$ cat src/rtl/lpe_pkg.sv
package lpe_pkg;

  typedef enum logic [1:0] {
    ST_IDLE  = 2'd0,
    ST_SEND  = 2'd1,
    ST_GAP   = 2'd2,
    ST_LATCH = 2'd3
  } lpe_state_e;

  // nanoseconds to clock cycles, rounded to nearest
  function automatic int unsigned cyc_of_ns(longint unsigned ns, longint unsigned hz);
    longint unsigned num;
    num = ns * hz + 64'd500_000_000;
    return 32'(num / 64'd1_000_000_000);
  endfunction

endpackage

$ cat src/rtl/lpe_bit_wave.sv
module lpe_bit_wave #(
  parameter int unsigned PER = 25,
  parameter int unsigned T0H = 7,
  parameter int unsigned T1H = 14
) (
  input  logic clk,
  input  logic rst_n,
  input  logic run,
  input  logic bit_val,
  output logic line_d,
  output logic bit_end
);
  localparam int unsigned CW = $clog2(PER);

  logic [CW-1:0] cnt;

  always_ff @(posedge clk) begin
    if (!rst_n)                       cnt <= '0;
    else if (!run)                    cnt <= '0;
    else if (cnt == CW'(PER - 1))     cnt <= '0;
    else                              cnt <= cnt + 1'b1;
  end

  assign bit_end = run && (cnt == CW'(PER - 1));
  assign line_d  = run && (cnt < (bit_val ? CW'(T1H) : CW'(T0H)));
endmodule

$ cat src/rtl/lpe_span_counter.sv
module lpe_span_counter #(
  parameter int unsigned LIMIT = 1100
) (
  input  logic clk,
  input  logic rst_n,
  input  logic run,
  output logic done
);
  localparam int unsigned CW = $clog2(LIMIT + 1);

  logic [CW-1:0] cnt;

  always_ff @(posedge clk) begin
    if (!rst_n)                       cnt <= '0;
    else if (!run || done)            cnt <= '0;
    else                              cnt <= cnt + 1'b1;
  end

  assign done = run && (cnt == CW'(LIMIT - 1));
endmodule

$ cat src/rtl/lpe_hold_reg.sv
module lpe_hold_reg #(
  parameter int unsigned DW = 8
) (
  input  logic          clk,
  input  logic          rst_n,
  input  logic          push,
  input  logic          pop,
  input  logic [DW-1:0] d_data,
  input  logic          d_last,
  output logic          full,
  output logic [DW-1:0] q_data,
  output logic          q_last
);
  always_ff @(posedge clk) begin
    if (!rst_n) begin
      full   <= 1'b0;
      q_data <= '0;
      q_last <= 1'b0;
    end else if (push) begin
      full   <= 1'b1;
      q_data <= d_data;
      q_last <= d_last;
    end else if (pop) begin
      full   <= 1'b0;
    end
  end
endmodule

$ cat src/rtl/led_pulse_encoder.sv
module led_pulse_encoder
  import lpe_pkg::*;
#(
  parameter longint unsigned CLK_HZ   = 20_000_000,
  parameter int unsigned     DW       = 8,
  parameter int unsigned     T0H_NS   = 350,
  parameter int unsigned     T1H_NS   = 700,
  parameter int unsigned     BIT_NS   = 1250,
  parameter int unsigned     LATCH_NS = 55_000
) (
  input  logic          clk,
  input  logic          rst_n,
  input  logic          in_valid,
  input  logic [DW-1:0] in_data,
  input  logic          in_last,
  output logic          in_ready,
  output logic          led_out,
  output logic          busy,
  output logic          gap_err
);
  localparam int unsigned T0H_CYC   = cyc_of_ns(T0H_NS, CLK_HZ);
  localparam int unsigned T1H_CYC   = cyc_of_ns(T1H_NS, CLK_HZ);
  localparam int unsigned PER_CYC   = cyc_of_ns(BIT_NS, CLK_HZ);
  localparam int unsigned LATCH_CYC = cyc_of_ns(LATCH_NS, CLK_HZ);
  localparam int unsigned IW        = $clog2(DW);

  lpe_state_e    st;
  logic [DW-1:0] shreg;
  logic [IW-1:0] bit_idx;
  logic          cur_last;

  // named internal events, used by the bound checker
  logic ev_accept, ev_bit_end, ev_byte_end, ev_latch_active, ev_latch_done;
  logic line_d, hold_full, hold_last, push, pop;
  logic [DW-1:0] hold_data;

  assign ev_accept       = in_valid && in_ready;
  assign ev_byte_end     = ev_bit_end && (bit_idx == '0);
  assign ev_latch_active = (st == ST_LATCH);

  assign in_ready = (st == ST_IDLE) || (st == ST_GAP) ||
                    ((st == ST_SEND) && !hold_full && !cur_last);
  assign push     = ev_accept && (st == ST_SEND) && !ev_byte_end;
  assign pop      = (st == ST_SEND) && ev_byte_end && hold_full;

  lpe_bit_wave #(.PER(PER_CYC), .T0H(T0H_CYC), .T1H(T1H_CYC)) u_wave (
    .clk(clk), .rst_n(rst_n), .run(st == ST_SEND), .bit_val(shreg[DW-1]),
    .line_d(line_d), .bit_end(ev_bit_end)
  );

  lpe_span_counter #(.LIMIT(LATCH_CYC)) u_latch (
    .clk(clk), .rst_n(rst_n), .run(ev_latch_active), .done(ev_latch_done)
  );

  lpe_hold_reg #(.DW(DW)) u_hold (
    .clk(clk), .rst_n(rst_n), .push(push), .pop(pop),
    .d_data(in_data), .d_last(in_last),
    .full(hold_full), .q_data(hold_data), .q_last(hold_last)
  );

  always_ff @(posedge clk) begin
    if (!rst_n) begin
      st       <= ST_IDLE;
      shreg    <= '0;
      bit_idx  <= '0;
      cur_last <= 1'b0;
      led_out  <= 1'b0;
    end else begin
      led_out <= line_d;
      unique case (st)
        ST_IDLE, ST_GAP: begin
          if (ev_accept) begin
            shreg    <= in_data;
            cur_last <= in_last;
            bit_idx  <= IW'(DW - 1);
            st       <= ST_SEND;
          end
        end
        ST_SEND: begin
          if (ev_bit_end) begin
            if (bit_idx != '0) begin
              shreg   <= shreg << 1;
              bit_idx <= bit_idx - 1'b1;
            end else if (hold_full) begin
              shreg    <= hold_data;
              cur_last <= hold_last;
              bit_idx  <= IW'(DW - 1);
            end else if (ev_accept) begin
              shreg    <= in_data;
              cur_last <= in_last;
              bit_idx  <= IW'(DW - 1);
            end else if (cur_last) begin
              cur_last <= 1'b0;
              st       <= ST_LATCH;
            end else begin
              st       <= ST_GAP;
            end
          end
        end
        ST_LATCH: begin
          if (ev_latch_done) st <= ST_IDLE;
        end
        default: st <= ST_IDLE;
      endcase
    end
  end

  assign busy    = (st != ST_IDLE);
  assign gap_err = (st == ST_GAP);
endmodule

$ cat config.mk
export PLATFORM = sky130hd
export DESIGN_NAME = led_pulse_encoder
export DESIGN_NICKNAME = d
export VERILOG_FILES = /design/src/rtl/lpe_pkg.sv /design/src/rtl/lpe_bit_wave.sv /design/src/rtl/lpe_span_counter.sv /design/src/rtl/lpe_hold_reg.sv /design/src/rtl/led_pulse_encoder.sv
export SDC_FILE = /design/constraint.sdc
export NUM_CORES = 1
export LEC_CHECK = 0
export BUFFER_PORTS_ARGS = -buffer_cell sky130_fd_sc_hd__clkbuf_2
export CAP_MARGIN = 20
export CORE_ASPECT_RATIO = 0.75
export CORE_MARGIN = 1
export CORE_UTILIZATION = 44
export DETAILED_ROUTE_END_ITERATION = 10
export PLACE_DENSITY = 0.68
export REMOVE_ABC_BUFFERS = 1
export SETUP_SLACK_MARGIN = 0.1
export SYNTH_ARGS = -nofsm -noshare
export SYNTH_HDL_FRONTEND = slang
export SYNTH_SLANG_ARGS = --single-unit
$ cat constraint.sdc
create_clock -name clk -period 1.4 [get_ports clk]
set_input_delay 0.14 -clock clk [delete_from_list [all_inputs] [get_ports clk]]
set_output_delay 0.14 -clock clk [all_outputs]
set_load 0.02 [all_outputs]
Word-level counts from Yosys, hierarchy flattened --
Index checks and enable logic that the tools add are counted.
Word-level totals: latch bits 0, logic and storage cells 84, memory bits (writable) 0, memory bits (read-only) 0, output and inout port bits 4, bits in registers 41, bits of input ports 12, memories 0
Operators by class: reduce and logical (&&, ||, !) cells 30, multipliers 0, eq/ne operators 11, bitwise operators 2, divide/modulo/power cells 0, $add $sub $neg 3, shift operators 0, $lt $le $gt $ge 1, multiplexer cells 27
Operators by type and width (count):
- 8-bit two-way mux | 4
- 8-bit case mux with 2 select lines | 1
- 2-bit two-way mux | 6
- 3-bit two-way mux | 4
- 2-bit != test, second input constant | 6
- 11-bit by 1-bit adder with 11-bit output, second input constant | 1
- 11-bit == test, second input constant | 1
- 1-bit logical AND | 11
- 1-bit two-way mux | 8
- 2-bit case mux with 3 select lines | 1
- 3-bit case mux with 2 select lines | 1
- 6-bit AND reduction | 1
- 2-bit nonzero test | 3
- 5-bit by 1-bit adder with 5-bit output, second input constant | 1
- 5-bit == test, second input constant | 1
- 5-bit less-than comparator | 1
- 2-bit == test, second input constant | 2
- 1-bit zero test | 4
- 4-bit two-way mux | 1
- 4-bit AND reduction | 1
- 2-bit OR reduction | 2
- 3-bit zero test | 1
- 1-bit logical OR | 3
- 3-bit nonzero test | 1
- other kinds (7) | 8

Longest topological paths before layout --
Gate-level depths: netlist of run 1.
word-level depth 10, depth in mapped cells 8, gate-level depth less buffers 7

Modules after synthesis --
From an unflattened synthesis of run 1, not the netlist that was laid out.
Second synthesis, totals: cells, all modules 238, area total of the unflattened synthesis 2224.6 um2
By module, submodules not included:
- led_pulse_encoder | cells an instance 123, area an instance 1018.5 um2, times used 1
- lpe_span_counter | cells an instance 55, area an instance 560.5 um2, times used 1
- lpe_hold_reg | cells an instance 31, area an instance 371.6 um2, times used 1
- lpe_bit_wave | cells an instance 29, area an instance 274.0 um2, times used 1

Worst setup path after synthesis of run 1 --
Ideal clock, no wire load.
path kind reg-to-reg, start register st[1], end register shreg[3], data arrival time 1.415 ns, path buffers 1, slack -0.137 ns, cell stages (with the launch flop) 7, period minus slack after synthesis 1.537 ns, required time 1.279 ns, setup time 0.121 ns, path through dfxtp_1 > buf_2 > o31ai_4 > nand2_2 > mux2_4 > a21oi_1 > a21oi_1
On the way: cells in the longest elaborated chain, start to end 10
Ends and longest elaborated chain:
- start: declaration | RTL line led_pulse_encoder.sv:27 | lpe_state_e st;
- start signal: assignment | RTL line led_pulse_encoder.sv:63 | st <= ST_IDLE;
- start signal: assignment | RTL line led_pulse_encoder.sv:76 | st <= ST_SEND;
- start signal: assignment | RTL line led_pulse_encoder.sv:94 | st <= ST_LATCH;
- 2-bit by 1-bit == test with 1-bit output | RTL line led_pulse_encoder.sv:42 | ((st == ST_SEND) && !hold_full && !cur_last);
- 1-bit logical AND (2 in a row) | RTL line led_pulse_encoder.sv:42
- 1-bit logical OR * | RTL line led_pulse_encoder.sv:41 | assign in_ready = (st == ST_IDLE) || (st == ST_GAP) ||
- via in_ready | RTL line led_pulse_encoder.sv:16 | output logic in_ready,
- 1-bit logical AND * | RTL line led_pulse_encoder.sv:37 | assign ev_accept = in_valid && in_ready;
- 8-bit two-way mux *
- 8-bit two-way mux (3 in a row)
- 8-bit case mux with 2 select lines * | RTL line led_pulse_encoder.sv:70 | unique case (st)
- end signal: assignment | RTL line led_pulse_encoder.sv:73 | shreg <= in_data;
- end signal: assignment | RTL line led_pulse_encoder.sv:82 | shreg <= shreg << 1;
- end signal: assignment | RTL line led_pulse_encoder.sv:85 | shreg <= hold_data;
- end: declaration | RTL line led_pulse_encoder.sv:28 | logic [DW-1:0] shreg;
The timed path passes the listed nets; every way through them passes the cells marked *. The select of a mux whose other input is x is not followed. A chain may end at the register's enable or synchronous reset.

Final worst setup path of run 1 --
start register u_wave.cnt[0], end register u_hold.q_data[1]
On the way: cells in the longest elaborated chain, start to end 5
Ends and longest elaborated chain:
- start: declaration | RTL line lpe_bit_wave.sv:15 | logic [CW-1:0] cnt;
- start signal: assignment | RTL line lpe_bit_wave.sv:21 | else cnt <= cnt + 1'b1;
- 5-bit == test | RTL line lpe_bit_wave.sv:24 | assign bit_end = run && (cnt == CW'(PER - 1));
- 1-bit logical AND | RTL line lpe_bit_wave.sv:24
- 1-bit logical AND | RTL line led_pulse_encoder.sv:38 | assign ev_byte_end = ev_bit_end && (bit_idx == '0);
- 1-bit zero test | RTL line led_pulse_encoder.sv:43 | assign push = ev_accept && (st == ST_SEND) && !ev_byte_end;
- 1-bit logical AND | RTL line led_pulse_encoder.sv:43
- end signal: assignment | RTL line lpe_hold_reg.sv:21 | q_data <= d_data;
- end: declaration | RTL line lpe_hold_reg.sv:11 | output logic [DW-1:0] q_data,
Every way passes these cells.

==> results of run 1 <==
flip-flops by register name, summed over array words and instances (netlist names):
| register | flops |
|---|---|
| u_latch.cnt | 11 |
| shreg | 8 |
| u_hold.q_data | 8 |
| u_wave.cnt | 5 |
| bit_idx | 3 |
| st | 2 |
| cur_last | 1 |
| led_out | 1 |
| u_hold.full | 1 |
| u_hold.q_last | 1 |
routing by layer:
metal	up-vias	part of all wire, %	wire length, microns
met5	-	0	0
met4	0	1.6	90
met3	11	6.5	356
met2	62	44	2410
met1	920	48	2640
li1	949	-	-
cells in the mapped netlist (2+ instances only):
cell and n:
dfxtp_1 41, mux2i_1 10, xor2_1 7, a21o_1 7, o2111ai_1 2, a21oi_1 14, nor2b_1 12, inv_1 7
nor4_1 2, and4_1 2, buf_4 2, ha_1 6, o21ai_0 11, nand2_1 16, buf_2 8, nor2_1 21
xnor2_1 5, o211a_1 10, clkbuf_1 4, nand4_1 3, o21ai_1 2, nand2b_1 4, nand3_1 24, and3_1 2
cell usage in the layout, fill, tap and decap left out, types with 4 or more instances in the layout:
master and instances:
a21o_1 7, a21oi_1 11, a21oi_2 4, buf_4 37
buf_6 9, clkbuf_2 13, clkbuf_8 5, dfxtp_1 30
dfxtp_2 10, inv_2 4, mux2i_1 10, nand2_1 14
nand3_1 23, nor2_1 15, nor2_4 4, nor2b_1 10
o211a_1 10, o21ai_0 5, o21ai_1 7, xor2_1 7
cell type report:
class / instances / area (sq um)
timing repair buffer: 63 / 509
sequential: 41 / 837
clock inverter: 2 / 10.0
multi-input combinational: 176 / 1410
fill: 369 / 1560
clock buffer: 6 / 72.6
inverter: 7 / 26.3
tap: 57 / 71.3
where the power goes:
part | switching (uW) | internal, uW
Combinational | 382 | 377
Clock | 430 | 346
Sequential | 58.8 | 1240
Total | 871 | 1960
metrics by stage:
step | instances | utilization (%) | hold slack [ns] | instance area (sq um)
2_1_floorplan | 223 | - | 0.254 | 2000
3_3_place_gp | 339 | 55.4 | 0.406 | 2490
3_5_place_dp | 339 | 55.4 | 0.419 | 2490
4_1_cts | 351 | 63.0 | 0.113 | 2830
5_1_grt | 352 | 65.3 | 0.136 | 2930
6_report | 352 | 65.3 | 0.107 | 2930
worst max-delay path, cell delays in order, from the launching register on:
cell	delay [ns]
dfxtp_2	0.32
inv_2	0.06
ha_4	0.14
nand4b_4	0.16
o2111ai_4	0.27
buf_8	0.18
mux2i_1	0.20
nor2b_1	0.07
worst max-delay path by stage:
stage | endpoint | slack (ns) | depth (start not counted)
3_3_place_gp | shreg[7] | -0.30 | 7
6_report | u_hold.q_data[1] | -0.12 | 7
3_5_place_dp | shreg[2] | -0.35 | 7
4_1_cts | u_hold.q_data[1] | -0.12 | 7
2_1_floorplan | u_hold.q_data[0] | -0.56 | 4
5_1_grt | u_hold.q_data[2] | -0.22 | 7
logic make-up (layout without fill, tap and decap cells):
logic type,Yosys count,after routing,share of synthesized area (%)
simple gates,92,93,22.8
compound gates,54,54,18.5
flops,41,41,39.5
buf+inv,22,78,4.88
xor+xnor,12,12,5.06
mux,11,11,5.55
fa+ha+maj,6,6,3.62
what timing repair did:
action                     4_1_cts  5_1_grt
setup buffers                    3        2
setup endpoints to repair       38       41
gates resized for setup         59       28
cloned                           1        0
pin swaps                       14       14
==> qor.csv, run 1 <==
stage,metric,value,unit
cells_and_area,share of cells above drive strength 1,41.7,%
clock_tree,"CTS clk-pin slew, worst paths",0.09,ns
timing,skew final,0.0115,ns
route,# DRC,0,
timing,Max-slew headroom,73.5,%
placement,dpl ws,-0.351,ns
synthesis,Ys Warns,0,
die,cell row count,21,
route,average routed wire per standard cell,15.6,microns
route,DR vias/cell,5.52,
synthesis,Mapped Area,2080,sq um
job,maxcap violations,0,
timing,setup TNS,-1.38,ns
grt,first-pass GRT wire length,8870,microns
pwr,Pwr Total,2830,uW
clock_tree,CTS Buffer Depth,2,
setup_path,flop2flop setup slack,-0.12,ns
synthesis,syn avg cell area,8.72,sq um
grt,busiest grt layer,met2,
run_status,failing checks,setup timing,
route,vias,1942,
die,Starting Density,46.2,%
synthesis,Synth cell types,40,
min_path,Worst Hold Class,input pin to flop,
clock_tree,clock root cell,clkbuf_8,
grt,met3 Use GR,6.07,%
grt,largest net degree at the start of global routing,18,
timing,f_max,658,MHz
synthesis,Post-synth EDFFs,0,
clock_tree,Sink Count,41,
setup_path,FF-to-FF Start,u_wave.cnt[0],
placement,Final Wtd Congestion,0.790,
synthesis,post-synthesis sequential area ratio,39.5,%
min_path,Worst Hold Path EP,u_hold.q_data[3],
grt,met2 usage,37.5,%
timing,final hold vios,0,
synthesis,"FFs w/ async S/R, synth",0,%
cells_and_area,n_diodes,0,
grt,vias in the first global route,1862,
setup_path,crit end category,flop,
setup_path,r2r endpoint,u_hold.q_data[1],
setup_path,"Arr. time, crit path",1.71,ns
min_path,Worst Hold Launch,in_data[3],
setup_path,CP required,1.59,ns
route,ANT nets after route,0,
run_status,status,finished with violations,
timing,Slew @ Worst Pin,0.398,ns
synthesis,top post-synthesis cells by area,"dfxtp_1 (40%), nand3_1 (5.8%), mux2i_1 (4.8%), o211a_1 (4.8%), nor2_1 (3.8%)",
timing,max-slew violations,0,
die,die span in x,81.3,microns
min_path,Hold Path Depth,3,
clock_tree,CTS tree,done,
setup_path,Worst setup SP type,flop,
grt,antenna violations before repair,0,
route,DRT iter0 DRCs,110,
cells_and_area,final net count,312,
pwr,pwr dens,966,nW/um^2
timing,Final setup viols,23,
synthesis,Most used DFF post-synth,dfxtp_1,
cells_and_area,area grow syn2layout,41.3,%
synthesis,"area leader, netlist",dfxtp_1,
clock_tree,"Hold-fix buffers, CTS",0,
setup_path,crit-path max FO,8,
timing,final worst setup slack,-0.120,ns
setup_path,crit path from,u_wave.cnt[0],
setup_path,WS Path Type,flop to flop,
grt,GR Util met1,31.3,%
setup_path,FF-to-FF path depth,7,
die,I/O pins,16,
route,first drt pass iteration count,4,
timing,Period minus WS final,1.52,ns
route,final WL,5500,microns
timing,RSZ-0062 raised after global routing,yes,
synthesis,number of synthesized register bits,41,
die,die area,5000,sq um
clock_tree,clk_lat worst skew,0.30,ns
die,total core area,4490,sq um
die,Die Y,61.5,microns
synthesis,Post-Synthesis Cells,238,
synthesis,post-synth top area share,39.5,%
clock_tree,total CTS buffers,5,
grt,grt ovf,0,
clock_tree,CTS H-tree depth,2,
timing,period utilization,109,%
placement,Detail Placement HPWL,3370,microns
grt,total track usage,23.8,%
pwr,Lkg Pwr,0.00134,uW
pwr,peak supply drop,0.541,mV
placement,I/O Buffers,15,
Note: power is estimated with default switching activity, not from simulation.
==> run 2: changes to the inputs <==
Settings changed: ABC_AREA set to 1.
==> qor.csv, run 2 <==
stage,metric,value,unit
route,final WL,5800,microns
cells_and_area,filler instances,359,
min_path,Worst Hold Launch,in_data[5],
pwr,Pint,2110,uW
cells_and_area,share of cells above drive strength 1,47.1,%
route,ANT nets after route,0,
timing,Period minus WS final,1.47,ns
clock_tree,CTS H-tree depth,2,
setup_path,crit-path max FO,5,
clock_tree,"Hold-fix buffers, CTS",0,
run_status,status,finished with violations,
placement,placed instance count,385,
synthesis,"FFs w/ async S/R, synth",0,%
pwr,sw frac,34.9,%
grt,total track usage,21.0,%
timing,f_max,679,MHz
timing,max-slew violations,0,
synthesis,Post-synth EDFFs,0,
synthesis,Mapped Area,2180,sq um
setup_path,r2r endpoint,shreg[5],
setup_path,flop2flop setup slack,-0.07,ns
route,first drt pass iteration count,4,
route,# DRC,0,
die,die area,5230,sq um
route,average routed wire per standard cell,13.8,microns
route,DR vias/cell,5.16,
cells_and_area,Largest Register,u_latch.cnt,
grt,antenna violations before repair,0,
timing,Slew @ Worst Pin,0.255,ns
timing,Max-slew headroom,82.9,%
synthesis,Synth cell types,36,
pwr,pwr dens,1010,nW/um^2
synthesis,"area leader, netlist",dfxtp_1,
run_status,failing checks,setup timing,
synthesis,most common cell in the netlist,nor2_1,
clock_tree,CTS tree,done,
timing,Final setup viols,20,
cells_and_area,"most common cell after layout, fill and taps aside",nand2_1,
synthesis,syn avg cell area,7.38,sq um
setup_path,Worst setup SP type,flop,
synthesis,Ys Warns,0,
cells_and_area,Layout Cells excl Fill,420,
grt,vias in the first global route,1879,
min_path,Worst Hold Class,input pin to flop,
pwr,part of the power in combinational logic,34.1,%
placement,Detail Placement HPWL,3600,microns
cells_and_area,Largest register FFs,11,
setup_path,WS Path Type,flop to flop,
pwr,sequential fraction of design power,42.1,%
placement,Final Wtd Congestion,0.809,
cells_and_area,area occupied by multi-input gates,1520,sq um
pwr,net load switching power,1130,uW
setup_path,FF-to-FF path depth,9,
min_path,Hold Path Depth,3,
min_path,Worst Hold Path EP,u_hold.q_data[5],
grt,first-pass GRT wire length,8690,microns
die,Starting Density,47.3,%
cells_and_area,Top Registers,"u_latch.cnt x11, shreg x8, u_hold.q_data x8",
pwr,Pwr Total,3230,uW
die,I/O pins,16,
placement,I/O Buffers,15,
synthesis,top post-synthesis cells by area,"dfxtp_1 (38%), nor2_1 (9.0%), nand2_1 (7.6%), inv_1 (5.3%), a21oi_1 (4.8%)",
clock_tree,clock root cell,clkbuf_8,
grt,grt ovf,0,
route,vias,2168,
clock_tree,Sink Count,41,
timing,final hold vios,0,
synthesis,post-synthesis sequential area ratio,37.7,%
synthesis,Most used DFF post-synth,dfxtp_1,
cells_and_area,n_diodes,0,
die,cell row count,21,
cells_and_area,final net count,380,
grt,largest net degree at the start of global routing,19,
setup_path,FF-to-FF Start,bit_idx[0],
setup_path,crit end category,flop,
route,DRT iter0 DRCs,118,
clock_tree,CTS Buffer Depth,2,
synthesis,"top cells by count, synth","nor2_1 (52), nand2_1 (44), dfxtp_1 (41)",
synthesis,Post-Synthesis Cells,295,
setup_path,CP required,1.63,ns
setup_path,"Arr. time, crit path",1.71,ns
synthesis,number of synthesized register bits,41,
job,maxcap violations,0,
timing,period utilization,105,%
pwr,Clk pwr share,23.8,%
die,total core area,4600,sq um
timing,RSZ-0062 raised after global routing,yes,
cells_and_area,area grow syn2layout,46.8,%
die,Die Y,62.9,microns
timing,skew final,0.00710,ns
clock_tree,clk_lat worst skew,0.30,ns
die,die span in x,83.2,microns
cells_and_area,most frequent cells in the layout,"nand2_1 (38), nor2_1 (36), buf_4 (33)",
synthesis,post-synth top area share,37.7,%
timing,final worst setup slack,-0.0733,ns
setup_path,crit path from,bit_idx[0],
clock_tree,"CTS clk-pin slew, worst paths",0.08,ns
cells_and_area,Seq. cell area,845,sq um
clock_tree,total CTS buffers,5,
pwr,peak supply drop,0.569,mV
cells_and_area,fin util,69.5,%
pwr,Lkg Pwr,0.00129,uW
-- run 2: changes by cell type after synthesis, sizes merged, moves of 6 or more --
cell   before  now
nand3      24   18
a22oi       0    6
a21o        7    0
a21oi      15   22
mux2i      10    0
o211a      10    0
nor2b      12    0
inv         7   38
nor2       21   60
nand2      17   51
o21ai      13   27
buf        10    2
-- run 2: worst max path at each step --
| stage | to | slack [ns] | cells past startpoint |
|---|---|---|---|
| floorplan | shreg[3] | -0.007 | 9 |
| CTS | shreg[0] | -0.03 | 10 |
| detailed placement | shreg[0] | -0.09 | 10 |
| global route | shreg[0] | -0.15 | 10 |
| finish | shreg[5] | -0.07 | 9 |
| global placement | shreg[7] | -0.01 | 10 |
-- run 2: cells by family after synthesis --
kind of cell	share of synthesized area, %
AOI/OAI and AO/OA	16.7
xor gates and xnor gates	0.805
adders and majority gates	3.45
buffers and inverters	8.11
DFF	37.7
and+or+nand+nor	33.2
-- run 2: power groups by stage --
stage          clock network [uW]  registers, uW  logic, uW
2_1_floorplan                   0           1360        522
3_3_place_gp                    0           1360        773
3_5_place_dp                    0           1360        784
4_1_cts                       780           1340        877
5_1_grt                       834           1370       1200
6_report                      769           1360       1100
-- run 2: repair_timing --
item	4_1_cts	5_1_grt
endpoints found under the setup margin	39	40
pin swaps	11	27
setup buffers	4	20
resized for setup	39	109
endpoints found under the hold margin	0	0
cloned	2	2
-- run 2: layout make-up --
type                       instances  share of cell area (%)
clock buffer                       8                    2.51
inverter                          38                    5.56
multi-input combinational        215                    47.7
sequential                        41                    26.4
tap                               57                    2.23
timing repair buffer              60                    15.3
timing repair inverter             1                   0.274
-- run 2: through the flow --
step                      cell area [sq um]  hold WS (ns)  setup WS, ns  TNS, ns
final                                  3190        0.0728       -0.0733   -0.763
after global routing                   3190        0.0884        -0.147    -2.42
after CTS                              2700        0.0799       -0.0330   -0.216
after detailed placement               2470         0.389       -0.0916    -1.01
after global placement                 2470         0.387       -0.0125  -0.0402
after floorplan                        2150         0.265      -0.00746  -0.0212
-- run 2: layer usage --
| metal | vias up | GRT usage [%] | share of wire (%) |
|---|---|---|---|
| met4 | 0 | 6.90 | 1.5 |
| met2 | 63 | 30.8 | 45 |
| met3 | 11 | 5.68 | 4.8 |
| li1 | 1102 | - | - |
| met1 | 992 | 29.7 | 48 |
| met5 | - | 0 | 0 |
-- run 2: critical path: stages (launching register included) --
cell and delay, ns:
dfxtp_2 0.33, inv_2 0.07, ha_4 0.13, inv_2 0.04, nor2_4 0.19, buf_4 0.17
inv_4 0.05, nor2_4 0.17, a22oi_1 0.12, a21oi_2 0.15
